<file path="config.mk">
export PLATFORM = sky130hd
export DESIGN_NAME = mcpwm_top
export DESIGN_NICKNAME = d
export VERILOG_FILES = /design/src/rtl/mcpwm_pkg.sv /design/src/rtl/mcpwm_regs.sv /design/src/rtl/mcpwm_timer.sv /design/src/rtl/mcpwm_chan.sv /design/src/rtl/mcpwm_top.sv
export SDC_FILE = /design/constraint.sdc
export NUM_CORES = 1
export LEC_CHECK = 0
export CAP_MARGIN = 20
export CORE_ASPECT_RATIO = 0.7
export CORE_MARGIN = 2
export CORE_UTILIZATION = 60
export CTS_BUF_LIST = sky130_fd_sc_hd__clkbuf_8
export DETAILED_ROUTE_END_ITERATION = 7
export PLACE_DENSITY = 0.74
export SLEW_MARGIN = 20
export SYNTH_ARGS = -nofsm -noshare
export SYNTH_HDL_FRONTEND = slang
export SYNTH_HIERARCHICAL = 1
export SYNTH_SLANG_ARGS = --single-unit
</file>
<file path="constraint.sdc">
create_clock -name clk -period 3.7 [get_ports clk]
set_clock_uncertainty 0.2 [all_clocks]
set_input_delay 0.37 -clock clk [delete_from_list [all_inputs] [get_ports clk]]
set_output_delay 0.37 -clock clk [all_outputs]
set_load 0.05 [all_outputs]
</file>
<file path="src/rtl/mcpwm_pkg.sv">
package mcpwm_pkg;

   // count direction of a period timer
   typedef enum logic {
      DIR_DOWN = 1'b0,
      DIR_UP   = 1'b1
   } cnt_dir_e;

   // register offsets derived from the timer count
   function automatic int per_addr(input int t);
      return t;
   endfunction

   function automatic int pre_addr(input int n_tmr, input int t);
      return n_tmr + t;
   endfunction

   function automatic int ctl_addr(input int n_tmr);
      return 2 * n_tmr;
   endfunction

endpackage

</file>
<file path="src/rtl/mcpwm_regs.sv">
module mcpwm_regs
   import mcpwm_pkg::*;
#(
   parameter int N_TMR    = 2,
   parameter int N_CH     = 6,
   parameter int CNT_W    = 16,
   parameter int PRE_W    = 8,
   parameter int ADDR_W   = 4,
   parameter int DATA_W   = 16,
   parameter int CMP_BASE = 8
) (
   input  logic                         clk,
   input  logic                         rst_n,
   input  logic                         wr_en,
   input  logic [ADDR_W-1:0]            wr_addr,
   input  logic [DATA_W-1:0]            wr_data,
   output logic [N_TMR-1:0][CNT_W-1:0]  per_sh,
   output logic [N_TMR-1:0][PRE_W-1:0]  pre_sh,
   output logic [N_TMR-1:0]             tmr_en,
   output logic [N_TMR-1:0]             ctr_sh,
   output logic [N_CH/2-1:0]            pair_en,
   output logic [N_CH-1:0][CNT_W-1:0]   cmp_sh
);
   localparam int N_PAIR  = N_CH / 2;
   localparam int CTL_A   = ctl_addr(N_TMR);
   localparam int PAIR_LO = 2 * N_TMR;

   logic ctl_hit;
   assign ctl_hit = wr_en && (wr_addr == ADDR_W'(CTL_A));

   for (genvar t = 0; t < N_TMR; t++) begin : g_tmr_reg
      always_ff @(posedge clk or negedge rst_n) begin
         if (!rst_n) begin
            per_sh[t] <= '0;
            pre_sh[t] <= '0;
            tmr_en[t] <= 1'b0;
            ctr_sh[t] <= 1'b0;
         end else begin
            if (wr_en && wr_addr == ADDR_W'(per_addr(t)))
               per_sh[t] <= wr_data[CNT_W-1:0];
            if (wr_en && wr_addr == ADDR_W'(pre_addr(N_TMR, t)))
               pre_sh[t] <= wr_data[PRE_W-1:0];
            if (ctl_hit) begin
               tmr_en[t] <= wr_data[t];
               ctr_sh[t] <= wr_data[N_TMR + t];
            end
         end
      end
   end

   for (genvar k = 0; k < N_PAIR; k++) begin : g_pair_reg
      always_ff @(posedge clk or negedge rst_n) begin
         if (!rst_n)       pair_en[k] <= 1'b0;
         else if (ctl_hit) pair_en[k] <= wr_data[PAIR_LO + k];
      end
   end

   for (genvar c = 0; c < N_CH; c++) begin : g_cmp_reg
      always_ff @(posedge clk or negedge rst_n) begin
         if (!rst_n)
            cmp_sh[c] <= '0;
         else if (wr_en && wr_addr == ADDR_W'(CMP_BASE + c))
            cmp_sh[c] <= wr_data[CNT_W-1:0];
      end
   end

endmodule

</file>
<file path="src/rtl/mcpwm_timer.sv">
module mcpwm_timer
   import mcpwm_pkg::*;
#(
   parameter int CNT_W = 16,
   parameter int PRE_W = 8
) (
   input  logic             clk,
   input  logic             rst_n,
   input  logic             en,
   input  logic [CNT_W-1:0] per_sh,
   input  logic [PRE_W-1:0] pre_sh,
   input  logic             ctr_sh,
   output logic [CNT_W-1:0] cnt,
   output logic             load
);
   logic [CNT_W-1:0] per_act;
   logic [PRE_W-1:0] pre_act, pre_cnt;
   logic             ctr_act;
   cnt_dir_e         dir;
   logic             tick, wrap;

   assign tick = (pre_cnt == pre_act);

   // sawtooth wraps at the top; triangle wraps when leaving the bottom
   always_comb begin
      if (ctr_act)
         wrap = (dir == DIR_DOWN || cnt >= per_act) && (cnt <= CNT_W'(1));
      else
         wrap = (cnt >= per_act);
   end

   assign load = !en || (tick && wrap);

   always_ff @(posedge clk or negedge rst_n) begin
      if (!rst_n) begin
         cnt     <= '0;
         dir     <= DIR_UP;
         pre_cnt <= '0;
         per_act <= '0;
         pre_act <= '0;
         ctr_act <= 1'b0;
      end else if (!en) begin
         cnt     <= '0;
         dir     <= DIR_UP;
         pre_cnt <= '0;
         per_act <= per_sh;
         pre_act <= pre_sh;
         ctr_act <= ctr_sh;
      end else if (tick) begin
         pre_cnt <= '0;
         if (wrap) begin
            cnt     <= '0;
            dir     <= DIR_UP;
            per_act <= per_sh;
            pre_act <= pre_sh;
            ctr_act <= ctr_sh;
         end else if (!ctr_act) begin
            cnt <= cnt + CNT_W'(1);
         end else if (dir == DIR_UP) begin
            if (cnt >= per_act) begin
               cnt <= cnt - CNT_W'(1);
               dir <= DIR_DOWN;
            end else begin
               cnt <= cnt + CNT_W'(1);
            end
         end else begin
            cnt <= cnt - CNT_W'(1);
         end
      end else begin
         pre_cnt <= pre_cnt + PRE_W'(1);
      end
   end


   cnt_bound_chk: assert property (@(posedge clk) disable iff (!rst_n)
      en |-> cnt <= per_act);


   edge_step_chk: assert property (@(posedge clk) disable iff (!rst_n)
      (en && !ctr_act && tick && cnt < per_act) |=> cnt == $past(cnt) + CNT_W'(1));


   presc_hold_chk: assert property (@(posedge clk) disable iff (!rst_n)
      (en && !tick) |=> $stable(cnt));


   idle_zero_chk: assert property (@(posedge clk) disable iff (!rst_n)
      !en |=> cnt == '0);

endmodule

</file>
<file path="src/rtl/mcpwm_chan.sv">
module mcpwm_chan #(
   parameter int CNT_W = 16
) (
   input  logic             clk,
   input  logic             rst_n,
   input  logic             en,
   input  logic             load,
   input  logic [CNT_W-1:0] cnt,
   input  logic [CNT_W-1:0] cmp_sh,
   output logic             raw
);
   logic [CNT_W-1:0] cmp_act;

   always_ff @(posedge clk or negedge rst_n) begin
      if (!rst_n)    cmp_act <= '0;
      else if (load) cmp_act <= cmp_sh;
   end

   assign raw = en && (cnt < cmp_act);


   cmp_hold_chk: assert property (@(posedge clk) disable iff (!rst_n)
      !load |=> $stable(cmp_act));

endmodule

</file>
<file path="src/rtl/mcpwm_top.sv">
module mcpwm_top #(
   parameter int N_TMR    = 2,
   parameter int N_CH     = 6,
   parameter int CNT_W    = 16,
   parameter int PRE_W    = 8,
   parameter int ADDR_W   = 4,
   parameter int DATA_W   = 16,
   parameter int CMP_BASE = 8
) (
   input  logic              clk,
   input  logic              rst_n,
   input  logic              wr_en,
   input  logic [ADDR_W-1:0] wr_addr,
   input  logic [DATA_W-1:0] wr_data,
   output logic [N_CH-1:0]   pwm_o
);
   localparam int N_PAIR     = N_CH / 2;
   localparam int CH_PER_TMR = N_CH / N_TMR;

   if (N_CH % N_TMR != 0) begin : g_bad_split
      $error("N_CH must be a multiple of N_TMR");
   end
   if (N_CH % 2 != 0) begin : g_bad_pair
      $error("N_CH must be even for pairing");
   end
   if (DATA_W < CNT_W || DATA_W < PRE_W || DATA_W < 2 * N_TMR + N_PAIR) begin : g_bad_data
      $error("DATA_W too narrow for the register fields");
   end
   if (2 * N_TMR >= CMP_BASE || CMP_BASE + N_CH > 2 ** ADDR_W) begin : g_bad_map
      $error("register map does not fit the address space");
   end

   logic [N_TMR-1:0][CNT_W-1:0] per_sh;
   logic [N_TMR-1:0][PRE_W-1:0] pre_sh;
   logic [N_TMR-1:0]            tmr_en, ctr_sh, tmr_load;
   logic [N_TMR-1:0][CNT_W-1:0] tmr_cnt;
   logic [N_PAIR-1:0]           pair_en;
   logic [N_CH-1:0][CNT_W-1:0]  cmp_sh;
   logic [N_CH-1:0]             raw;

   mcpwm_regs #(
      .N_TMR(N_TMR), .N_CH(N_CH), .CNT_W(CNT_W), .PRE_W(PRE_W),
      .ADDR_W(ADDR_W), .DATA_W(DATA_W), .CMP_BASE(CMP_BASE)
   ) u_regs (
      .clk(clk), .rst_n(rst_n), .wr_en(wr_en), .wr_addr(wr_addr),
      .wr_data(wr_data), .per_sh(per_sh), .pre_sh(pre_sh),
      .tmr_en(tmr_en), .ctr_sh(ctr_sh), .pair_en(pair_en), .cmp_sh(cmp_sh)
   );

   for (genvar t = 0; t < N_TMR; t++) begin : g_tmr
      mcpwm_timer #(.CNT_W(CNT_W), .PRE_W(PRE_W)) u_tmr (
         .clk(clk), .rst_n(rst_n), .en(tmr_en[t]),
         .per_sh(per_sh[t]), .pre_sh(pre_sh[t]), .ctr_sh(ctr_sh[t]),
         .cnt(tmr_cnt[t]), .load(tmr_load[t])
      );
   end

   for (genvar c = 0; c < N_CH; c++) begin : g_chan
      localparam int TI = c / CH_PER_TMR;
      mcpwm_chan #(.CNT_W(CNT_W)) u_chan (
         .clk(clk), .rst_n(rst_n), .en(tmr_en[TI]), .load(tmr_load[TI]),
         .cnt(tmr_cnt[TI]), .cmp_sh(cmp_sh[c]), .raw(raw[c])
      );
   end

   for (genvar k = 0; k < N_PAIR; k++) begin : g_pair_out
      assign pwm_o[2*k]   = raw[2*k];
      assign pwm_o[2*k+1] = pair_en[k] ? !raw[2*k] : raw[2*k+1];
   end

endmodule

</file>
After elaboration in Yosys (flattened, before gate mapping) --
Index checks and enable logic that the tools add are counted.
Storage, ports and cells: register bits 347, output and inout port bits 6, logic and storage cells 157
Cells by class: add/sub/neg operators 6, equality and inequality tests 18, order comparisons 10, muxes and demuxes 51, bitwise logic cells 2, reduce and logical (&&, ||, !) cells 35
Operators by type and width (count):
- 16-bit two-way mux | 18
- 16-bit < comparator | 6
- 8-bit two-way mux | 10
- 16-bit by 1-bit adder with 16-bit output (second input constant) | 2
- 16-bit greater-or-equal comparator | 2
- 16-bit by 1-bit <= comparator with 1-bit output (second input constant) | 2
- 16-bit by 1-bit subtractor with 16-bit output (second input constant) | 2
- 4-bit == test (second input constant) | 6
- 1-bit two-way mux | 23
- 1-bit logical AND | 21
- 8-bit by 1-bit adder with 8-bit output (second input constant) | 2
- 8-bit == test | 2
- 4-bit by 2-bit == test with 1-bit output (second input constant) | 2
- 2-bit by 1-bit inequality test with 1-bit output (second input constant) | 4
- 2-bit AND reduction | 4
- 3-bit by 1-bit inequality test with 1-bit output (second input constant) | 2
- 1-bit logical NOT | 5
- 4-bit by 1-bit == test with 1-bit output (second input constant) | 1
- 4-bit by 3-bit == test with 1-bit output (second input constant) | 1
- 4-bit logical NOT | 1
- 1-bit logical OR | 4
- 1-bit inverter | 2

Logic depth before layout (Yosys ltp) --
Gate-level depths: netlist of run 1.
word-level depth 7, depth in mapped cells 12, depth with buffers taken out 10

Modules after synthesis --
Netlist of run 1, hierarchy kept.
By module, submodules not included:
- mcpwm_regs | cells an instance 340, instances 1, area each 5761.8 µm²
- mcpwm_chan | cells an instance 102, instances 6, area each 933.4 µm²
- mcpwm_timer at g_tmr[0].u_tmr | cells an instance 332, instances 1, area each 3276.9 µm²
- mcpwm_timer at g_tmr[1].u_tmr | cells an instance 345, instances 1, area each 3270.6 µm²
- mcpwm_top | cells an instance 9, instances 1, area each 63.8 µm²

Least setup slack after synthesis of run 1 --
Ideal clock, no wire load.
path kind reg-to-reg, from register g_tmr[1].u_tmr.cnt[8], to register g_chan[3].u_chan.cmp_act[5], data required time 3.417 ns, cell stages (with the launch flop) 12, data arrival time 3.023 ns, path slack 0.394 ns, path through dfrtp_1 buf_6 or4_4 or3_1 or4_4 nand3_2 nand3_4 buf_6 inv_1 clkbuf_1 nand2_1 o21ai_0
Between the ends: word-level cells in the longest chain between the ends 6, elaborated cells between the ends (all ways) 7, classes of those cells 2 x order compare; 1 x mux; 4 x reduce/logical
Ends and longest elaborated chain:
- from (decl) | line mcpwm_timer.sv:13 | output logic [CNT_W-1:0] cnt,
- from (signal assigned) | line mcpwm_timer.sv:58 | cnt <= cnt + CNT_W'(1);
- from (signal assigned) | line mcpwm_timer.sv:61 | cnt <= cnt - CNT_W'(1);
- from (signal assigned) | line mcpwm_timer.sv:64 | cnt <= cnt + CNT_W'(1);
- 16-bit greater-or-equal comparator | line mcpwm_timer.sv:27, mcpwm_timer.sv:29
- 1-bit logical OR | line mcpwm_timer.sv:27 | wrap = (dir == DIR_DOWN || cnt >= per_act) && (cnt <= CNT_W'(1));
- 1-bit logical AND | line mcpwm_timer.sv:27
- 1-bit two-way mux (*) | line mcpwm_timer.sv:26 | if (ctr_act)
- 1-bit logical AND (*) | line mcpwm_timer.sv:32 | assign load = !en || (tick && wrap);
- 1-bit logical OR (*) | line mcpwm_timer.sv:32
- via tmr_load[1] | line mcpwm_top.sv:35 | logic [N_TMR-1:0] tmr_en, ctr_sh, tmr_load;
- to (signal assigned) | line mcpwm_chan.sv:16 | else if (load) cmp_act <= cmp_sh;
- to (decl) | line mcpwm_chan.sv:12 | logic [CNT_W-1:0] cmp_act;
Mark *: on every way through the listed nets, which the timed path passes. The rest lies on a longest branch. A chain may end at the register's enable or synchronous reset.

Worst setup path in the final report of run 1 --
from register g_tmr[1].u_tmr.cnt[2], to output port pwm_o[4]
Between the ends: word-level cells in the longest chain between the ends 2
Ends and longest elaborated chain:
- 16-bit < comparator | line mcpwm_chan.sv:19 | assign raw = en && (cnt < cmp_act);
- 1-bit logical AND | line mcpwm_chan.sv:19
- to (decl) | line mcpwm_top.sv:15 | output logic [N_CH-1:0] pwm_o
No other way between the ends.

==> impl_results.md, run 1 <==
* Final Hold Fails at 0
* Cells after synthesis at 1,638
* Layout area overhead at 10.5%
* Clock root cell: clkbuf_8
* CTS max path bufs at 3
* Synthesized cell area at 18,000 um2
* Clock latency on the worst-skew pair at 0.61 ns
* Pin count of the biggest net entering global routing at 95
* Post-CTS Setup Bufs at 0
* Total Wirelength at 43,800 um
* H-Tree Depth at 2
* CP endpoint kind: output port
* Cell Pwr Density at 688 nW/um2
* Core area at 29,200 um2
* Ys Warns at 6
* Die width at 211 um
* First-pass GRT wire length at 70,200 um
* WP data required at 3.13 ns
* Crit path kind: reg2out
* I/O Pins at 29
* F_max at 279 MHz
* Sink Count at 347
* Status: finished clean
* Effective utilization at floorplan at 61.5%
* FFs w/ async S/R, synth at 100%
* CP peak stage delay at 0.54 ns
* Seq/Total Area, Yosys at 48.3%
* Worst path cell trace: buf_4 > ha_1 > a2111oi_0 > or4_1 > o2111a_1 > dlygate4sd2_1
* Min Clock Period, post-route at 3.58 ns
* Overall Power at 0.0137 W
* Nets at 1,838
* Hold crit path type: in2async
* TritonCTS Buffers at 53
* Final cell count without fillers at 2,107
* Vias per cell at 5.98
* Max VDD drop at 0.000336 V
* Ant. Diodes at 0
* Number of fill cells at 2,206
* Grt ovf at 0
* Final setup viols at 0
* Post-DP HPWL at 30,500 um
* CP Data Arrival Time at 3.01 ns
* Max-cap viol count at 0
* DR vias at 12,607
* FF+latch count, synth at 347
* Leak at 9.29 nW
* Die height at 149 um
* # port buffers at 28
* DRC Markers at 0
* Die area at 31,400 um2
* Routability cong. at 0.893
* Setup TNS at 0 ns
* RSZ-0062 raised after global routing: false
* DRT iter0 DRCs at 1,163
* Syn nets at 1,791
* Dpl cells at 2,007
* Final Slew Violations at 0
* Avg WL per Cell at 20.8 um
* Period utilization at 96.8%
* Placement Rows at 52
* Gr usage total at 29.1%
* Clk slew on worst S/H paths at 0.06 ns
* Least-Margin Pin Slew at 1.12 ns
* Cell variety after synth at 69
* Drt pass-1 iters at 7
* Critical path launch point type: register
* Antenna violations before repair at 0
* CTS tree: yes
* Crit path max-delay family: buffers and inverters
* Layout cell share with drive strength beyond 1 at 21.2%
* Number of synthesized flops with an enable pin at 0
* Max FO, Critical Path at 8
* Final ANT Viol Nets at 0
* Main flop type after synthesis: dfrtp_1
* Post-Syn Area per Cell at 11.0 um2
* Slowest library cell on the worst path: dlygate4sd2_1
* Bufs and invs on worst path at 2
* Max_slew headroom at 25.1%
* Vias in the first global route at 12,483
-- worst paths after layout --
kind / start / to / cells past startpoint / slack [ns]
min: rst_n / g_chan[1].u_chan/cmp_act[10]$_DFFE_PN0P_ / 2 / 0.17
max: g_tmr[1].u_tmr/cnt[2]$_DFFE_PN0P_ / pwm_o[4] / 6 / 0.12
min in group clk: u_regs/cmp_sh[70]$_DFFE_PN0P_ / g_chan[4].u_chan/cmp_act[6]$_DFFE_PN0P_ / 2 / 0.27
max reg2reg: g_tmr[1].u_tmr/cnt[0]$_DFFE_PN0P_ / g_tmr[1].u_tmr/cnt[4]$_DFFE_PN0P_ / 10 / 0.23
min reg2reg: u_regs/cmp_sh[70]$_DFFE_PN0P_ / g_chan[4].u_chan/cmp_act[6]$_DFFE_PN0P_ / 2 / 0.27
max in group asynchronous: rst_n / u_regs/cmp_sh[30]$_DFFE_PN0P_ / 3 / 2.15
-- sequential cells by signal, summed over array words and instances, names as in the netlist --
signal and count:
g_chan.u_chan/cmp_act 96, u_regs/pair_en 3, u_regs/cmp_sh 96, u_regs/pre_sh 16
g_tmr.u_tmr/pre_cnt 16, g_tmr.u_tmr/cnt 32, g_tmr.u_tmr/pre_act 16, g_tmr.u_tmr/per_act 32
g_tmr.u_tmr/dir 2, u_regs/ctr_sh 2, g_tmr.u_tmr/ctr_act 2, u_regs/per_sh 32
u_regs/tmr_en 2
-- repair_timing --
action                                 CTS  global route
hold buffers                             1             0
gates cloned                             0             0
pin swaps                                0             0
setup endpoints to repair                3             3
gates resized for setup                  4             5
endpoints found under the hold margin   90             0
-- area by class of cell --
| type | count | area (um2) | area share (%) |
|---|---|---|---|
| tap | 378 | 473 | 2.38 |
| timing repair buffer | 67 | 624 | 3.14 |
| multi-input combinational | 1074 | 8390 | 42.2 |
| inverter | 142 | 533 | 2.68 |
| clock inverter | 33 | 255 | 1.28 |
| clock buffer | 66 | 908 | 4.57 |
| sequential | 347 | 8690 | 43.7 |
-- cell usage in the layout, fill, tap and decap left out, types with 7 or more instances in the layout --
cell type,netlist,layout
nor2b_1,17,17
o21ai_1,6,7
inv_1,142,155
nor2_1,57,57
a21oi_1,55,55
nor4_1,10,10
nand4_1,24,24
xnor2_1,26,26
ha_1,130,130
mux2_2,154,154
o31ai_1,12,12
clkdlybuf4s50_1,0,21
nor3_1,19,19
o21ai_0,131,130
mux2_4,53,53
a211oi_1,9,9
clkinv_2,0,11
o2111ai_1,7,7
nand2b_1,12,12
and4_1,13,13
and3_1,9,9
buf_4,4,36
or4_1,9,9
o211ai_1,19,19
nand3_1,22,22
nand2_1,162,162
mux2i_1,8,8
dfrtp_1,345,345
clkbuf_8,0,66
or3_1,13,13
-- kinds of logic (layout without fill, tap and decap cells) --
kind of cell / count (synthesis) / count (layout) / synth area share (%)
simple gates: 404 / 404 / 11.6
xor+xnor: 30 / 30 / 1.46
flops: 347 / 347 / 48.3
buf+inv: 217 / 308 / 5.01
mux: 215 / 215 / 14.5
compound gates: 295 / 295 / 10.0
fa+ha+maj: 130 / 130 / 9.05
-- per-layer routing --
metal,GRT usage [%],share of wire [%],vias to the layer above
met5,0,0,-
met4,7.25,1.6,0
met3,6.80,7.3,56
met2,41.5,42,409
met1,45.0,50,6287
li1,-,-,5855
-- per-stage QoR --
| step | util (%) | area (um2) | worst slack, ns | hold WS [ns] |
|---|---|---|---|---|
| final | 68.0 | 19900 | 0.120 | 0.169 |
| after global routing | 68.0 | 19900 | 0.0146 | 0.221 |
| after CTS | 68.0 | 19900 | 0.0478 | 0.189 |
| after detailed placement | 64.0 | 18700 | 0.266 | 0.257 |
| after global placement | 64.0 | 18700 | 0.243 | 0.249 |
| after floorplan | - | 18000 | 0.394 | -0.126 |
-- cell usage after synthesis, drive strengths merged (3+ instances only) --
cell type	count	area, um2
xor2	4	35.0
nand2	162	608
mux2	207	2530
o2111a	6	67.6
or3	14	92.6
nor3	20	105
nand4	24	150
nand3	26	165
a211o	3	26.3
a21boi	3	22.5
and3	9	56.3
a31oi	4	25.0
a21oi	55	275
inv	142	533
buf	22	169
or2	6	37.5
mux2i	8	80.1
nand3b	5	53.8
o21bai	3	22.5
o211ai	19	143
and4	13	114
nor2	60	233
or4	13	113
nand2b	12	75.1
o31ai	12	90.1
o21a	6	45.0
xnor2	26	228
o22ai	4	25.0
nor4	10	62.6
a211oi	9	67.6
o2111ai	7	61.3
ha	130	1630
a2111oi	8	70.1
and2	7	45.1
nand4b	3	26.3
dfrtp	345	8630
nor2b	17	106
clkbuf	53	199
o21ai	138	694
a32o	3	30.0
o2bb2ai	3	26.3
-- power by group --
part           total [W]  switching, W  internal [W]
clock network    0.00343       0.00153       0.00190
logic            0.00467       0.00265       0.00202
registers        0.00558      0.000624       0.00495
total             0.0137       0.00480       0.00887
No activity file was read; power rests on OpenSTA's default activity.
==> inputs of run 2 (changes only) <==
--- a/config.mk
+++ b/config.mk
@@ -5,7 +5,7 @@
 export SDC_FILE = /design/constraint.sdc
 export NUM_CORES = 1
 export LEC_CHECK = 0
-export CAP_MARGIN = 20
+export CAP_MARGIN = 10
 export CORE_ASPECT_RATIO = 0.7
 export CORE_MARGIN = 2
 export CORE_UTILIZATION = 60
==> constraint.sdc (replaced) <==
create_clock -name clk -period 3.7 [get_ports clk]
set_clock_uncertainty 0.2 [all_clocks]
set_input_delay 0.37 -clock clk [delete_from_list [all_inputs] [get_ports clk]]
set_output_delay 0.37 -clock clk [all_outputs]
set_load 0.005 [all_outputs]
==> run 2 against run 1 <==
Net effect: sequential cell count unchanged; design area is 0.54% higher; combinational power about the same.
==> impl_results.md, run 2 (synthesis gave the netlist of run 1 again) <==
* Status: finished clean
* Antenna violations before repair at 0 (unchanged)
* Nets at 1,841 (+0.16%)
* Effective utilization at floorplan at 61.5% (unchanged)
* Sequential Power Share at 40.9% (about the same)
* Critical path launch point type: register
* Max-cap viol count at 0 (unchanged)
* DRC Markers at 0 (unchanged)
* Number of fill cells at 2,172 (-1.5%)
* Util after Layout at 68.4% (+0.37 points)
* Final Slew Violations at 0 (unchanged)
* Clk slew on worst S/H paths at 0.07 ns (about the same)
* Grt ovf at 0 (unchanged)
* I/O Pins at 29 (unchanged)
* Leak at 9.28 nW (-0.16%)
* Dpl cells at 2,007 (unchanged)
* Grt met2 use at 41.9% (+0.46 points)
* Clock root cell: clkbuf_8
* Overall Power at 0.0136 W (-0.41%)
* WP data required at 3.13 ns (about the same)
* Min Clock Period, post-route at 3.66 ns (+0.0834 ns)
* Met3 GRT Util at 6.00% (-0.80 points)
* Period utilization at 99.0% (+2.3 points)
* Gr usage total at 29.2% (+0.048 points)
* Pin count of the biggest net entering global routing at 99 (+4.2%)
* Crit path kind: reg2out
* Cell Pwr Density at 682 nW/um2 (-0.94%)
* Vias in the first global route at 12,591 (+0.87%)
* Hold slack at 0.0785 ns (-0.0903 ns)
* Clk pwr share at 24.9% (-0.2 points)
* H-Tree Depth at 2 (unchanged)
* Layout area overhead at 11.1%
* Avg WL per Cell at 20.8 um (+0.23%)
* Sink Count at 347 (unchanged)
* Largest registers: g_chan.u_chan/cmp_act (96), u_regs/cmp_sh (96)
* Logic pwr share at 34.2% (about the same)
* Die height at 149 um (unchanged)
* Total Wirelength at 43,800 um (+0.14%)
* Drt pass-1 iters at 5 (-2)
* Storage element area at 8710 um2 (+0.23%)
* DR vias at 12,620 (+0.10%)
* Area of the multi-input gates at 8440 um2 (+0.55%)
* Die area at 31,400 um2 (unchanged)
* CP endpoint kind: output port
* Max FO, Critical Path at 9 (+1)
* Post-DP HPWL at 30,300 um (-0.39%)
* Max_slew headroom at 28.0% (+3.0 points)
* Max VDD drop at 0.000475 V (+42%)
* Commonest non-fill, non-tap cell in the layout: dfrtp_1
* Final Hold Fails at 0 (unchanged)
* Internal cell power at 0.00889 W (+0.13%)
* NetSw at 0.00473 W (-1.4%)
* CTS max path bufs at 3 (unchanged)
* TritonCTS Buffers at 52 (-1.9%)
* Layout cell share with drive strength beyond 1 at 22.8% (+1.6 points)
* Die width at 211 um (unchanged)
* Placement Rows at 52 (unchanged)
* Net Sw Frac at 34.8% (-0.35 points)
* Final ANT Viol Nets at 0 (unchanged)
* RSZ-0062 raised after global routing: true
* First-pass GRT wire length at 70,500 um (+0.35%)
* # port buffers at 28 (unchanged)
* Final setup viols at 0 (unchanged)
* Final cell count without fillers at 2,105 (-0.095%)
* Routability cong. at 0.903 (+1.1%)
* CTS tree: yes
* Least-Margin Pin Slew at 1.08 ns (-0.0445 ns)
* F_max at 273 MHz (-2.3%)
* DRT iter0 DRCs at 1,185 (+1.9%)
* Hold crit path type: in2async
* Grt peak-use layer: met1
* Most frequent cells in the layout: dfrtp_1 (329), nand2_1 (162), mux2_2 (154)
* Clock latency on the worst-skew pair at 0.60 ns (about the same)
* R2r setup slk at 0.24 ns (about the same)
* Ant. Diodes at 0 (unchanged)
* CP Data Arrival Time at 3.09 ns (+0.08 ns)
* Vias per cell at 6.00 (+0.20%)
* Core area at 29,200 um2 (unchanged)
* GRT met1 Usage at 45.2% (+0.19 points)
## run 2: critical path: stages (launching register included)
cell and delay (ns):
dfrtp_1 0.50, ha_1 0.36, nand4_1 0.25, or4_4 0.64
o2111a_1 0.17, inv_1 0.06, mux2i_1 0.06, clkdlybuf4s50_1 0.44
## run 2: what timing repair did
action / in CTS / in global routing
buffers inserted: 3 / 1
endpoints found under the setup margin: 3 / 4
pin swaps: 0 / 3
endpoints found under the hold margin: 147 / 0
hold buffers: 1 / 0
resized for setup: 23 / 14
## run 2: final cells by class
cell class / instances / area share, %
multi-input combinational: 1074 / 42.2
tap: 378 / 2.37
clock inverter: 21 / 0.777
inverter: 142 / 2.67
sequential: 347 / 43.6
clock buffer: 72 / 4.96
timing repair buffer: 71 / 3.42
## run 2: final timing paths
| check | start | cells past startpoint | endpoint |
|---|---|---|---|
| max | g_tmr[0].u_tmr/cnt[13]$_DFFE_PN0P_ | 7 | pwm_o[1] |
| min | rst_n | 2 | u_regs/cmp_sh[27]$_DFFE_PN0P_ |
| max reg2reg | g_tmr[0].u_tmr/cnt[0]$_DFFE_PN0P_ | 9 | g_tmr[0].u_tmr/cnt[10]$_DFFE_PN0P_ |
| min reg2reg | u_regs/cmp_sh[51]$_DFFE_PN0P_ | 2 | g_chan[3].u_chan/cmp_act[3]$_DFFE_PN0P_ |
| max in group asynchronous | rst_n | 3 | u_regs/pre_sh[5]$_DFFE_PN0P_ |
| min in group clk | u_regs/cmp_sh[51]$_DFFE_PN0P_ | 2 | g_chan[3].u_chan/cmp_act[3]$_DFFE_PN0P_ |
## run 2: power by group through the flow
stage | sequential [W] | clock (W) | combinational [W]
2_1_floorplan | 0.00542 | 0 | 0.00334
5_1_grt | 0.00570 | 0.00363 | 0.00518
6_report | 0.00557 | 0.00339 | 0.00466
3_3_place_gp | 0.00557 | 0 | 0.00434
3_5_place_dp | 0.00562 | 0 | 0.00452
4_1_cts | 0.00557 | 0.00346 | 0.00459
## run 2: stage by stage
step	instance area (um2)	TNS, ns	worst slack [ns]
floorplan	18000	0	0.394
global placement	18700	0	0.282
detailed placement	18700	0	0.268
CTS	19900	-0.00168	-0.00168
global route	20000	-0.0451	-0.0451
finish	20000	0	0.0361
## run 2: routing by layer
metal / part of all wire [%] / up-vias
met5: 0 / -
met4: 1.8 / 0
met3: 7.4 / 68
met2: 42 / 385
met1: 49 / 6294
li1: - / 5873
==> inputs of run 3 (changes only) <==
--- a/config.mk
+++ b/config.mk
@@ -6,7 +6,7 @@
 export NUM_CORES = 1
 export LEC_CHECK = 0
 export CAP_MARGIN = 10
-export CORE_ASPECT_RATIO = 0.7
+export CORE_ASPECT_RATIO = 2
 export CORE_MARGIN = 2
 export CORE_UTILIZATION = 60
 export CTS_BUF_LIST = sky130_fd_sc_hd__clkbuf_8
@@ -15,5 +15,4 @@
 export SLEW_MARGIN = 20
 export SYNTH_ARGS = -nofsm -noshare
 export SYNTH_HDL_FRONTEND = slang
-export SYNTH_HIERARCHICAL = 1
 export SYNTH_SLANG_ARGS = --single-unit
==> run 3 against run 2 <==
Net effect: global-route usage decreased by 1.6 points; maximum frequency grew 2.7%; final cell count decreased by 4.4%; die area down 2.1%; sequential cell count did not move; sequential share of layout area is 0.57 points higher; clock-buffer cell count shrank 14; via count is 5.1% lower; setup slack gained 0.095 ns; critical path type unchanged; critical endpoint is now pwm_o[4].
==> impl_results.md, run 3 <==
* Status: finished clean
* Main flop type after synthesis: dfrtp_1
* Pin count of the biggest net entering global routing at 97 (-2.0%)
* Synth Area in Compound Gates at 8.06% (-2.0 points)
* Synth Area in Simple Gates at 9.30% (-2.3 points)
* WP data required at 3.13 ns (about the same)
* Max VDD drop at 0.000415 V (-13%)
* Seq/Total Area, Yosys at 49.5% (+1.2 points)
* Syn nets at 1,686 (-5.9%)
* Placement Rows at 88 (+69%)
* Clock root cell: clkbuf_8
* Net Sw Frac at 35.0% (+0.28 points)
* Setup TNS at 0 ns (unchanged)
* Layout cell share with drive strength beyond 1 at 24.5% (+1.7 points)
* Internal cell power at 0.00934 W (+5.1%)
* RSZ-0062 raised after global routing: false
* DR vias at 11,975 (-5.1%)
* Leak at 9.63 nW (+3.8%)
* NetSw at 0.00504 W (+6.4%)
* Max_slew headroom at 35.5% (+7.5 points)
* Critical path launch point type: register
* Ys Warns at 0 (-6)
* CP Data Arrival Time at 3.00 ns (-0.09 ns)
* FFs w/ async S/R, synth at 100% (unchanged)
* Cell Pwr Density at 730 nW/um2 (+7.1%)
* Routability cong. at 0.941 (+4.1%)
* DRC Markers at 0 (unchanged)
* Synthesized cell area at 17,500 um2 (-2.4%)
* TritonCTS Buffers at 49 (-5.8%)
* Final Slew Violations at 0 (unchanged)
* Crit path kind: reg2out
* CTS max path bufs at 3 (unchanged)
* Largest registers: g_chan.u_chan.cmp_act (96), u_regs.cmp_sh (96)
* H-Tree Depth at 2 (unchanged)
* Vias in the first global route at 12,907 (+2.5%)
* F_max at 280 MHz (+2.7%)
* Nets at 1,766 (-4.1%)
* Least-Margin Pin Slew at 0.958 ns (-0.121 ns)
* Clk pwr share at 21.6% (-3.3 points)
* Effective utilization at floorplan at 60.8% (-0.69 points)
* Clk slew on worst S/H paths at 0.07 ns (about the same)
* Number of synthesized flops with an enable pin at 0 (unchanged)
* Synth Area in Adders at 9.27% (+0.22 points)
* Avg WL per Cell at 20.4 um (-2.1%)
* Cells after synthesis at 1,533 (-6.4%)
* Final setup viols at 0 (unchanged)
* Antenna violations before repair at 1 (+1)
* Sink Count at 347 (unchanged)
* I/O Pins at 29 (unchanged)
* Commonest non-fill, non-tap cell in the layout: dfrtp_1
* Die width at 125 um (-41%)
* Layout area overhead at 12.1%
* Placed cell area at 18,600 um2 (-0.59%)
* Post-DP HPWL at 29,300 um (-3.5%)
* Cell variety after synth at 63 (-8.7%)
* Max FO, Critical Path at 4 (-5)
* Final Hold Fails at 0 (unchanged)
* Fin area at 19,700 um2 (-1.5%)
* Die area at 30,700 um2 (-2.1%)
* Total Wirelength at 41,000 um (-6.4%)
* CTS tree: yes
* Die height at 246 um (+65%)
* Clock latency on the worst-skew pair at 0.60 ns (about the same)
* FF+latch count, synth at 347 (unchanged)
* Most frequent cells in the layout: dfrtp_1 (343), mux2_2 (194), inv_1 (161)
* Grt ovf at 0 (unchanged)
* Drt pass-1 iters at 5 (unchanged)
* Synth area leaders: dfrtp_1 (49%), mux2_2 (12%), ha_1 (9.3%)
* Synth Area in XOR/XNOR at 1.70% (+0.23 points)
* Commonest cells post-synth: dfrtp_1 (345), mux2_2 (194), inv_1 (144)
* Sequential Power Share at 40.1% (-0.8 points)
* Post-Syn Area per Cell at 11.4 um2 (+4.3%)
* Logic pwr share at 38.4% (+4.2 points)
* Min Clock Period, post-route at 3.57 ns (-0.0948 ns)
* Util after Layout at 68.2% (-0.17 points)
* Hold crit path type: in2async
* # port buffers at 28 (unchanged)
* Largest family of logic cells by synthesized area: multiplexers
* R2r setup slk at 0.18 ns (-0.06 ns)
* Period utilization at 96.5% (-2.6 points)
* Gr usage total at 27.6% (-1.6 points)
* Cell taking the most area after synthesis: dfrtp_1
* Vias per cell at 5.95 (-0.72%)
* Top-count cell post-synth: dfrtp_1
* DRT iter0 DRCs at 587 (-50%)
* Mux cell area share after synthesis at 17.4% (+2.9 points)
* Top-area cell type share of the netlist area at 49.2% (+1.2 points)
* Final ANT Viol Nets at 0 (unchanged)
* Max-cap viol count at 0 (unchanged)
* First-pass GRT wire length at 67,000 um (-4.9%)
* CP endpoint kind: output port
* Core area at 28,800 um2 (-1.3%)
==> run 3: cell types whose count changed after synthesis, moves of 22 or more <==
cell,before,now
a21o_1,1,23
mux2_2,154,194
nand2_1,162,101
nand3_1,22,52
o21ai_0,131,105
==> run 3: worst max-delay path: stages (launching register included) <==
cell and delay [ns]:
dfrtp_2 0.43, ha_1 0.29, a21o_1 0.15, a21o_1 0.18, a211oi_1 0.23, o21ai_1 0.14, a221oi_1 0.28, o21a_1 0.17
clkdlybuf4s50_1 0.53
==> run 3: area by class of cell <==
type,instances,area (um2)
sequential,347,8690
multi-input combinational,979,8120
fill,2150,9170
tap,360,450
clock inverter,31,211
timing repair buffer,91,868
inverter,145,544
clock buffer,58,798
antenna,1,2.50
==> run 3: final timing paths <==
| kind | startpoint | end | cells after the start |
|---|---|---|---|
| max | g_tmr[1].u_tmr.cnt[1]$_DFFE_PN0P_ | pwm_o[4] | 8 |
| min | rst_n | g_tmr[1].u_tmr.per_act[8]$_DFFE_PN0P_ | 2 |
| max reg2reg | g_tmr[1].u_tmr.cnt[8]$_DFFE_PN0P_ | g_tmr[1].u_tmr.cnt[9]$_DFFE_PN0P_ | 11 |
| min reg2reg | u_regs.cmp_sh[11]$_DFFE_PN0P_ | g_chan[0].u_chan.cmp_act[11]$_DFFE_PN0P_ | 2 |
| max in group asynchronous | rst_n | g_tmr[0].u_tmr.cnt[0]$_DFFE_PN0P_ | 3 |
| min in group clk | u_regs.cmp_sh[11]$_DFFE_PN0P_ | g_chan[0].u_chan.cmp_act[11]$_DFFE_PN0P_ | 2 |
==> run 3: logic make-up (layout without fill, tap and decap cells) <==
group                      count (synthesis)  count (layout)
other                                      0               1
buffers and inverters                    207             325
xor gates and xnor gates                  34              34
and+or+nand+nor                          328             328
adders and majority gates                130             130
muxes                                    257             257
AOI/OAI and AO/OA                        230             230
DFF                                      347             347
==> run 3: metrics by stage <==
stage	cells	setup WS, ns	power, W	hold WS [ns]
floorplan	1533	0.169	0.00949	-0.126
global placement	1920	0.249	0.0110	0.252
detailed placement	1920	0.251	0.0112	0.260
CTS	2010	-0.0163	0.0144	0.223
global route	2012	0.00456	0.0153	0.267
finish	2012	0.131	0.0144	0.194
==> run 3: power groups by stage <==
stage	Clock [W]	Combinational [W]	Sequential, W
after floorplan	0	0.00390	0.00559
after global routing	0.00332	0.00610	0.00589
after global placement	0	0.00522	0.00575
final	0.00310	0.00552	0.00576
after detailed placement	0	0.00542	0.00582
after CTS	0.00318	0.00551	0.00575
==> run 3: layer usage <==
metal / global-route usage (%) / vias up / routed length (um)
met3: 3.20 / 151 / 1200
met1: 29.8 / 6025 / 15100
met2: 50.6 / 258 / 21800
met5: 0 / - / 0
li1: - / 5541 / -
met4: 18.3 / 0 / 2880
==> run 3: repair_timing <==
action,CTS,global route
pin swaps,4,4
hold endpoints to repair,88,0
hold buffers,1,0
gates resized for setup,19,6
endpoints found under the setup margin,5,3
setup buffers,0,1
